[src/rtl/srange_pkg.sv]
package srange_pkg;

    // Position of the slot timer inside one slot.
    typedef enum logic [1:0] {
        PH_IDLE  = 2'd0,
        PH_DELAY = 2'd1,
        PH_INTEG = 2'd2
    } phase_e;

endpackage

[src/rtl/slot_timer.sv]
module slot_timer
    import srange_pkg::*;
#(
    parameter int CNT_W  = 16,
    parameter int WCNT_W = 8,
    parameter int LOG_W  = 4
) (
    input  logic              clk,
    input  logic              rst_n,
    input  logic              sync_i,
    input  logic [CNT_W-1:0]  slot_len,
    input  logic [CNT_W-1:0]  start_dly,
    input  logic [LOG_W-1:0]  win_log2,
    input  logic [WCNT_W-1:0] win_count,
    output logic              restart_o,
    output logic              integ_o,
    output logic              win_end_o
);

    typedef struct packed {
        phase_e             phase;
        logic [CNT_W-1:0]   slot;
        logic [CNT_W-1:0]   dly;
        logic [CNT_W-1:0]   len;
        logic [WCNT_W-1:0]  wleft;
    } tmr_t;

    tmr_t tmr_d, tmr_q;
    logic [CNT_W-1:0] win_last;

    always_comb begin
        tmr_d     = tmr_q;
        win_last  = (CNT_W'(1) << win_log2) - CNT_W'(1);
        restart_o = sync_i || (tmr_q.slot == '0);
        integ_o   = (tmr_q.phase == PH_INTEG);
        win_end_o = integ_o && (tmr_q.len == '0) && !restart_o;

        if (restart_o) begin
            tmr_d.slot  = slot_len - CNT_W'(1);
            tmr_d.phase = PH_DELAY;
            tmr_d.dly   = start_dly;
        end else begin
            tmr_d.slot = tmr_q.slot - CNT_W'(1);
            case (tmr_q.phase)
                PH_DELAY: begin
                    if (tmr_q.dly == '0) begin
                        tmr_d.phase = PH_INTEG;
                        tmr_d.len   = win_last;
                        tmr_d.wleft = (win_count == '0) ? '0 : win_count - WCNT_W'(1);
                    end else begin
                        tmr_d.dly = tmr_q.dly - CNT_W'(1);
                    end
                end
                PH_INTEG: begin
                    if (tmr_q.len == '0) begin
                        if (tmr_q.wleft == '0) begin
                            tmr_d.phase = PH_IDLE;
                        end else begin
                            tmr_d.wleft = tmr_q.wleft - WCNT_W'(1);
                            tmr_d.len   = win_last;
                        end
                    end else begin
                        tmr_d.len = tmr_q.len - CNT_W'(1);
                    end
                end
                default: ;
            endcase
        end
    end

    always_ff @(posedge clk) begin
        if (!rst_n) tmr_q <= '{phase: PH_IDLE, default: '0};
        else        tmr_q <= tmr_d;
    end

endmodule

[src/rtl/mag_integrator.sv]
module mag_integrator #(
    parameter int SMP_W = 16,
    parameter int LOG_W = 4,
    parameter int ACC_W = SMP_W + (1 << LOG_W) - 1
) (
    input  logic             clk,
    input  logic             rst_n,
    input  logic             clear_i,
    input  logic             integ_i,
    input  logic             end_i,
    input  logic             valid_i,
    input  logic [SMP_W-1:0] data_i,
    input  logic [LOG_W-1:0] win_log2,
    output logic [SMP_W-1:0] mag_o,
    output logic [ACC_W-1:0] avg_o,
    output logic             avg_vld_o
);

    typedef struct packed {
        logic [ACC_W-1:0] acc;
        logic [ACC_W-1:0] avg;
        logic             vld;
    } int_t;

    int_t int_d, int_q;
    logic [ACC_W-1:0] add, sum;

    always_comb begin
        int_d = int_q;
        mag_o = data_i[SMP_W-1] ? (~data_i + SMP_W'(1)) : data_i;
        add   = (integ_i && valid_i) ? {{(ACC_W-SMP_W){1'b0}}, mag_o} : '0;
        sum   = int_q.acc + add;
        int_d.vld = 1'b0;
        if (clear_i) begin
            int_d.acc = '0;
        end else if (end_i) begin
            int_d.acc = '0;
            int_d.avg = sum >> win_log2;
            int_d.vld = 1'b1;
        end else if (integ_i) begin
            int_d.acc = sum;
        end
    end

    always_ff @(posedge clk) begin
        if (!rst_n) int_q <= '0;
        else        int_q <= int_d;
    end

    assign avg_o     = int_q.avg;
    assign avg_vld_o = int_q.vld;

endmodule

[src/rtl/code_map.sv]
module code_map #(
    parameter int SEL_W  = 3,
    parameter int CODE_W = 8
) (
    input  logic [(1<<SEL_W)*CODE_W-1:0] lut_i,
    input  logic [SEL_W-1:0]             sel_i,
    output logic [CODE_W-1:0]            code_o
);

    localparam int N_ENT = 1 << SEL_W;

    logic [CODE_W-1:0] tbl [N_ENT];

    for (genvar i = 0; i < N_ENT; i++) begin : g_ent
        assign tbl[i] = lut_i[i*CODE_W +: CODE_W];
    end

    assign code_o = tbl[sel_i];

endmodule

[src/rtl/slot_range_ctrl.sv]
module slot_range_ctrl #(
    parameter int SMP_W  = 16,
    parameter int CNT_W  = 16,
    parameter int WCNT_W = 8,
    parameter int LOG_W  = 4,
    parameter int ATT_W  = 8,
    parameter int EXP_W  = 3,
    parameter int CODE_W = 8
) (
    input  logic                          clk,
    input  logic                          rst_n,
    input  logic                          smp_valid,
    input  logic [SMP_W-1:0]              smp_data,
    input  logic                          sync_pulse,
    input  logic [CNT_W-1:0]              cfg_slot_len,
    input  logic [CNT_W-1:0]              cfg_start_dly,
    input  logic [LOG_W-1:0]              cfg_win_log2,
    input  logic [WCNT_W-1:0]             cfg_win_count,
    input  logic [SMP_W-1:0]              cfg_thr_hi,
    input  logic [SMP_W-1:0]              cfg_thr_lo,
    input  logic [SMP_W-1:0]              cfg_thr_imm,
    input  logic [ATT_W-1:0]              cfg_step_up,
    input  logic [ATT_W-1:0]              cfg_step_dn,
    input  logic [ATT_W-1:0]              cfg_step_imm,
    input  logic [ATT_W-1:0]              cfg_bias,
    input  logic [ATT_W-1:0]              cfg_lim_hi,
    input  logic [ATT_W-1:0]              cfg_lim_lo,
    input  logic [CNT_W-1:0]              cfg_holdoff,
    input  logic [(1<<EXP_W)*CODE_W-1:0]  cfg_code_lut,
    output logic [CODE_W-1:0]             ext_code,
    output logic [EXP_W-1:0]              gain_exp,
    output logic [ATT_W-1:0]              atten_level
);

    localparam int ACC_W = SMP_W + (1 << LOG_W) - 1;
    localparam int SUM_W = ATT_W + 2;

    logic             restart, integ, win_end, avg_vld, imm_hit;
    logic [SMP_W-1:0] mag;
    logic [ACC_W-1:0] avg, thr_hi_w, thr_lo_w;
    logic [ATT_W-1:0] delta;
    logic signed [SUM_W-1:0] sum, lo_s, hi_s;

    slot_timer #(.CNT_W(CNT_W), .WCNT_W(WCNT_W), .LOG_W(LOG_W)) u_timer (
        .clk       (clk),
        .rst_n     (rst_n),
        .sync_i    (sync_pulse),
        .slot_len  (cfg_slot_len),
        .start_dly (cfg_start_dly),
        .win_log2  (cfg_win_log2),
        .win_count (cfg_win_count),
        .restart_o (restart),
        .integ_o   (integ),
        .win_end_o (win_end)
    );

    mag_integrator #(.SMP_W(SMP_W), .LOG_W(LOG_W), .ACC_W(ACC_W)) u_integ (
        .clk       (clk),
        .rst_n     (rst_n),
        .clear_i   (restart),
        .integ_i   (integ),
        .end_i     (win_end),
        .valid_i   (smp_valid),
        .data_i    (smp_data),
        .win_log2  (cfg_win_log2),
        .mag_o     (mag),
        .avg_o     (avg),
        .avg_vld_o (avg_vld)
    );

    typedef struct packed {
        logic [ATT_W-1:0] atten;
        logic [CNT_W-1:0] hold;
    } ctl_t;

    ctl_t ctl_d, ctl_q;

    always_comb begin
        ctl_d    = ctl_q;
        thr_hi_w = {{(ACC_W-SMP_W){1'b0}}, cfg_thr_hi};
        thr_lo_w = {{(ACC_W-SMP_W){1'b0}}, cfg_thr_lo};
        imm_hit  = smp_valid && (mag > cfg_thr_imm) && (ctl_q.hold == '0);

        // Immediate hit wins over a window decision in the same cycle.
        if (imm_hit)               delta = cfg_step_imm;
        else if (avg > thr_hi_w)   delta = cfg_step_up;
        else if (avg < thr_lo_w)   delta = cfg_step_dn;
        else                       delta = cfg_bias;

        sum  = $signed({2'b00, ctl_q.atten}) + $signed({{2{delta[ATT_W-1]}}, delta});
        lo_s = $signed({2'b00, cfg_lim_lo});
        hi_s = $signed({2'b00, cfg_lim_hi});

        if (imm_hit || avg_vld) begin
            if (sum < lo_s)      ctl_d.atten = cfg_lim_lo;
            else if (sum > hi_s) ctl_d.atten = cfg_lim_hi;
            else                 ctl_d.atten = sum[ATT_W-1:0];
        end

        if (imm_hit)                 ctl_d.hold = cfg_holdoff;
        else if (ctl_q.hold != '0)   ctl_d.hold = ctl_q.hold - CNT_W'(1);
    end

    always_ff @(posedge clk) begin
        if (!rst_n) ctl_q <= '0;
        else        ctl_q <= ctl_d;
    end

    assign atten_level = ctl_q.atten;
    assign gain_exp    = ctl_q.atten[ATT_W-1 -: EXP_W];

    code_map #(.SEL_W(EXP_W), .CODE_W(CODE_W)) u_map (
        .lut_i  (cfg_code_lut),
        .sel_i  (gain_exp),
        .code_o (ext_code)
    );

endmodule


[config.mk]
export PLATFORM = sky130hd
export DESIGN_NAME = slot_range_ctrl
export DESIGN_NICKNAME = d
export VERILOG_FILES = /design/src/rtl/srange_pkg.sv /design/src/rtl/slot_timer.sv /design/src/rtl/mag_integrator.sv /design/src/rtl/code_map.sv /design/src/rtl/slot_range_ctrl.sv
export SDC_FILE = /design/constraint.sdc
export NUM_CORES = 1
export LEC_CHECK = 0
export BUFFER_PORTS_ARGS = -buffer_cell sky130_fd_sc_hd__buf_2
export CAP_MARGIN = 10
export CORE_AREA = 2 2 159 161
export DETAILED_ROUTE_END_ITERATION = 8
export DIE_AREA = 0 0 161 163
export GPL_TIMING_DRIVEN = 0
export HOLD_SLACK_MARGIN = 0.08
export PLACE_DENSITY = 0.77
export SLEW_MARGIN = 0
export SYNTH_ARGS = -nofsm -noshare
export SYNTH_HDL_FRONTEND = slang
export SYNTH_SLANG_ARGS = --single-unit
[constraint.sdc]
create_clock -name clk -period 12.62 [get_ports clk]
set_clock_uncertainty 0.2 [all_clocks]
set_input_delay 2.524 -clock clk [delete_from_list [all_inputs] [get_ports clk]]
set_output_delay 2.524 -clock clk [all_outputs]
set_load 0.02 [all_outputs]
---- Yosys cells after proc, flatten, opt, wreduce, memory -nomap -nowiden ----
Cells that the tools add are included.
word-level totals
  bits in latches ......................... 0
  output and inout bits ................... 19
  input port bits ......................... 240
  memory bits (read-only) ................. 0
  register bits after elaboration ......... 145
  RAM bits ................................ 0
  memories kept ........................... 0
operators by class
  $add $sub $neg .......................... 11
  bitwise operators ....................... 4
  shift-type cells ........................ 2
  div/mod/pow operators ................... 0
  multiply operators ...................... 0
  reduce and logical (&&, ||, !) cells .... 27
  mux-type cells .......................... 26
  equality and inequality tests ........... 11
  $lt $le $gt $ge ......................... 6
operators with widths
  kind                                                 number
  2-to-1 mux 16 bit                                    7
  subtractor 16 x 1 -> 16 bit (second input constant)  5
  2-to-1 mux 8 bit                                     9
  logical NOT 16 bit                                   4
  2-to-1 mux 24 bit                                    2
  one-hot mux 24 bit (2 select lines)                  1
  2-to-1 mux 33 bit                                    1
  adder 31 bit                                         1
  greater-than comparator 31 x 16 -> 1 bit             1
  < comparator 31 x 16 -> 1 bit                        1
  >> shifter 31 x 4 -> 31 bit                          1
  binary-select mux 8 bit (select 3 bit)               1
  adder 16 x 1 -> 16 bit (second input constant)       1
  greater-than comparator 16 bit                       1
  logical NOT 8 bit                                    2
  NOT 16 bit                                           1
  nonzero test 16 bit                                  1
  left shift 1 x 4 -> 16 bit (first input constant)    1
  subtractor 16 x 2 -> 16 bit (second input constant)  1
  subtractor 8 x 1 -> 8 bit (second input constant)    2
  AND reduction 4 bit                                  3
  adder 9 x 8 -> 10 bit                                1
  greater-than comparator 10 x 9 -> 1 bit              1
  < comparator 10 x 9 -> 1 bit                         1
  other kinds (21)                                     37

---- Depth between registers and ports, before layout ----
  depth after elaboration ................. 11
  depth in mapped cells ................... 33
  mapped depth without buffers ............ 30

---- Modules after synthesis ----
A second synthesis with hierarchy kept.
unflattened totals
  cell total of the unflattened synthesis .. 1831
  area, all modules ....................... 14136.1 um^2
modules (own cells, without submodules)
  module           cells each  sequential area each (um^2)  area an instance (um^2)  times used
  mag_integrator   796         1261.2                       6020.8                   1
  slot_timer       510         1161.1                       3936.3                   1
  slot_range_ctrl  496         480.5                        3628.5                   1
  code_map         29          0.0                          550.5                    1

---- Worst setup path after synthesis ----
No wires, ideal clock.
  path kind ............................... in2reg
  start point ............................. input smp_data[6]
  end point ............................... register ctl_q, in the netlist atten_level[0]
  setup time .............................. 0.074 ns
  arrival ................................. 8.856 ns
  stages .................................. 30
  slack ................................... 3.490 ns
  buffers on the path ..................... 3
  data required time ...................... 12.346 ns
  cells stage by stage .................... or4_1 -> or4_1 -> or3_1 -> o31a_1 -> xor2_1 -> ha_1 -> nand4_1 -> o41ai_1 -> inv_1 -> o211a_1 -> buf_2 -> buf_1 -> a21o_1 -> ha_1 -> a21o_1 -> a21oi_1 -> nor2b_1 -> nor3_1 -> o21bai_1 -> a21oi_1 -> xor2_1 -> ha_1 -> nand4_1 -> nor2_1 -> a21oi_1 -> o21ai_0 -> mux2_4 -> buf_6 -> a221o_1 -> a31oi_1
on the way
  longest elaborated chain between the ends .. 11
  elaborated cells on any way between the ends .. 13
ends and longest elaborated chain
  item                                     RTL line                source
  start: declaration                       slot_range_ctrl.sv:13   input logic [SMP_W-1:0] smp_data,
  NOT 16 bit                               mag_integrator.sv:30    mag_o = data_i[SMP_W-1] ? (~data_i + SMP_W'(1)) : data_i;
  adder 16 x 1 -> 16 bit                   mag_integrator.sv:30
  2-to-1 mux 16 bit *                      mag_integrator.sv:30
  greater-than comparator 16 bit *         slot_range_ctrl.sv:82   imm_hit = smp_valid && (mag > cfg_thr_imm) && (ctl_q.hold == '0);
  logical AND 1 bit * (2 in a row)         slot_range_ctrl.sv:82
  2-to-1 mux 8 bit                         slot_range_ctrl.sv:85   if (imm_hit) delta = cfg_step_imm;
  adder 9 x 8 -> 10 bit                    slot_range_ctrl.sv:90   sum = $signed({2'b00, ctl_q.atten}) + $signed({{2{delta[ATT_W-1]}}, delta});
  greater-than comparator 10 x 9 -> 1 bit  slot_range_ctrl.sv:96   else if (sum > hi_s) ctl_d.atten = cfg_lim_hi;
  2-to-1 mux 8 bit                         slot_range_ctrl.sv:96
  2-to-1 mux 8 bit                         slot_range_ctrl.sv:95   if (sum < lo_s) ctl_d.atten = cfg_lim_lo;
  end signal: assignment                   slot_range_ctrl.sv:106  else ctl_q <= ctl_d;
  end: declaration                         slot_range_ctrl.sv:76   ctl_t ctl_d, ctl_q;
Every way passes the cells marked *; elsewhere a longest branch is shown, timed or not.
A chain may end at the register's enable or synchronous reset.

---- Final worst setup path ----
Ends and elaborated chain as after synthesis.

==> key figures <==
Placed design
  – Number of buffers added on ports: 257
  – Post-DP Area: 15,000 sq um
  – GP Congestion: 0.982
  – Final HPWL from detailed placement: 34,800 um
  – Placement Setup Slack: 2.27 ns

Yosys
  – EDFF count, synth: 0
  – Ys flop type: dfxtp_1
  – Unique masters post-synth: 89
  – Fraction of registers with async set/reset: 0%
  – Syn avg cell area: 7.57 sq um
  – Gate Count Post-Synth: 1,760
  – Mapped cell area: 13,300 sq um
  – Yosys top cell area share: 21.8%
  – Post-synthesis sequential area ratio: 21.8%
  – Synth area leader: dfxtp_1
  – Synth warn: 0
  – Seq cells post-synth: 145
  – Top post-synthesis cells by area: dfxtp_1 (22%), ha_1 (9.3%), nor2_1 (5.3%), mux2i_1 (5.0%), nand2_1 (4.8%)
  – Syn nets: 2,101

Die
  – Initial Utilization: 54.0%
  – Die footprint: 26,200 sq um
  – Die width: 161 um
  – I/O pin count: 259
  – Rows: 58
  – Die span in y: 163 um
  – Core ar.: 24,700 sq um

Critical path
  – Crit path depth: 31
  – Reg2Reg Depth: 24
  – R2r startpoint: ctl_q[7]
  – Req. time, crit path: 12.79 ns
  – Worst Path Buf+Inv: 4
  – Slowest cell on crit path: or4_1
  – CP endpoint: atten_level[0]
  – Worst R2R End: atten_level[0]
  – Max incr delay on CP: 0.57 ns
  – Crit path from: smp_data[6]
  – Critical path class: in -> reg
  – CP Launch Type: input port
  – CP endpoint kind: flip-flop
  – CP Max Fanout: 10
  – Top delay family on crit path: compound AO/OA/AOI/OAI gates
  – Reg2reg setup slack: 5.75 ns
  – CP arrival: 10.22 ns

Cells and area
  – Final core occ: 63.3%
  – Share of cells above drive strength 1: 18.4%
  – Post-layout nets: 2,377
  – Layout area overhead: 17.3%
  – Design Area, Final: 15,600 sq um
  – Filler cells: 2,291

STA
  – # setup viols final: 0
  – Final Slew Violations: 0
  – Final period util: 79.6%
  – Worst Tran Pin Value: 1.14 ns
  – Hold Fails Final Rpt: 0
  – Maximum clock rate: 99.5 MHz
  – Final WS setup: 2.57 ns
  – RSZ-0062 raised after global routing: no
  – Relative slew slack: 22.1%
  – Fin crit period: 10.05 ns
  – Setup TNS: 0 ns

CTS
  – Maximum level of the CTS H-tree: 4
  – Total CTS buffers: 17
  – CTS tree: yes
  – Root buffer cell: clkbuf_16
  – Clock Path Buffers: 2
  – Cts hold-fix bufs: 0
  – Clk sink count: 145
  – Clock Latency Late Sink: 0.45 ns
  – CTS resizes: 0
  – Setup Buffers After CTS: 0
  – Clock transition at path regs: 0.07 ns

Pwr
  – Highest ir drop seen on vdd: 0.0820 mV
  – Static Leakage: 6.77 nW
  – Power Density: 101 nW/um^2

Global routing
  – Gr busiest metal: met2
  – Initial antenna violation count: 1
  – Largest net degree at the start of global routing: 17
  – Met2 Use GR: 56.9%
  – Total GRT Usage: 32.2%
  – Vias in the first global route: 13,400
  – Met1 usage: 40.0%
  – Met3 GRT Util: 4.76%
  – First-pass GRT wire length: 68,400 um
  – GR Overflow Total: 0

Detailed routing
  – WL/cell: 18.3 um
  – Total number of vias: 14,500
  – Via density: 6.10
  – Final wirelength: 43,600 um
  – First-pass iteration count of the detailed router: 8
  – DRT iter0 DRCs: 1,188
  – Post-route DRC: 0
  – Final ANT Viol Nets: 0

Flow run
  – Max cap viols: 0

Worst hold path
  – HP Class: reg -> reg

Outcome
  – Status: completed
Yosys cell counts (33+ instances only):
| cell type | count |
|---|---|
| nor2_1 | 187 |
| nand2_1 | 172 |
| dfxtp_1 | 145 |
| o21ai_0 | 107 |
| inv_1 | 103 |
| ha_1 | 99 |
| a21oi_1 | 98 |
| clkbuf_1 | 79 |
| nor3_1 | 68 |
| mux2i_1 | 67 |
| xnor2_1 | 63 |
| nand3_1 | 47 |
| a211oi_1 | 40 |
| xor2_1 | 33 |
worst min-delay path by stage:
stage                           start           endpoint  slack (ns)  depth (start not counted)
global placement    u_integ.avg_o[30]  u_integ.avg_o[30]        0.26                          2
global route        u_integ.avg_o[30]  u_integ.avg_o[30]        0.31                          2
detailed placement   u_timer.tmr_q[7]   u_timer.tmr_q[7]        0.27                          2
floorplan           u_integ.avg_o[30]  u_integ.avg_o[30]        0.24                          2
finish              u_integ.int_q[45]  u_integ.int_q[45]        0.29                          2
CTS                 u_integ.int_q[45]  u_integ.int_q[45]        0.28                          2
tightest hold or removal path, stage by stage, from the launching register on:
cell and delay [ns]:
dfxtp_1 0.31, nor2_1 0.08, a211oi_1 0.05
layout make-up:
cell class,instances,area [sq um],area share (%)
Tap cell,330,413,2.64
Clock inverter,14,159,1.02
Antenna cell,1,2.50,0.0160
Buffer,111,484,3.10
Multi-Input combinational cell,1397,9530,61.0
Timing Repair Buffer,257,1290,8.24
Inverter,107,402,2.57
Sequential cell,145,2900,18.6
Clock buffer,18,439,2.81
cells in the final DEF, fill, tap and decap left out, drive strengths merged, types with 26 or more instances in the layout:
master / netlist / final
buf: 32 / 289
nor2: 188 / 188
nand2: 172 / 172
dfxtp: 145 / 145
o21ai: 130 / 130
inv: 105 / 114
a21oi: 100 / 100
ha: 99 / 99
clkbuf: 79 / 97
nor3: 69 / 69
mux2i: 67 / 67
xnor2: 63 / 63
nand3: 47 / 47
a211oi: 40 / 40
xor2: 33 / 33
nor2b: 29 / 29
or3: 26 / 26
where the power goes:
group	total (mW)	switching [mW]	internal, mW
Sequential	0.534	0.0373	0.497
Clock	0.526	0.239	0.287
Combinational	0.523	0.306	0.216
cells by family (layout without fill, tap and decap cells):
kind of cell | Yosys count | in the layout | synth area share, %
AND/OR/NAND/NOR | 646 | 646 | 23.0
AO/OA/AOI/OAI | 450 | 450 | 22.3
buffers and inverters | 218 | 507 | 6.65
flip-flops | 145 | 145 | 21.8
multiplexers | 104 | 104 | 10.3
adder cells (fa/ha/maj) | 101 | 101 | 9.60
XOR/XNOR | 96 | 96 | 6.31
other | 0 | 1 | 0
per-stage QoR:
step	total power, mW	hold WS, ns	std cells
after floorplan	0.901	0.242	1760
after detailed placement	1.05	0.271	2347
after CTS	1.57	0.284	2379
final	1.58	0.287	2380
after global routing	1.66	0.309	2379
after global placement	1.04	0.258	2347
metal layers:
layer	part of all wire, %	wire [um]
met5	0	0
met4	3.7	1610
met3	7.9	3430
met2	48	20800
met1	41	17700
flip-flops by register name, summed over array words and instances, names as in the netlist:
signal             count
u_timer.tmr_q         58
u_integ.avg_o         31
u_integ.int_q         31
ctl_q                 16
atten_level            8
u_integ.avg_vld_o      1
(Power assumes the default switching activity.)
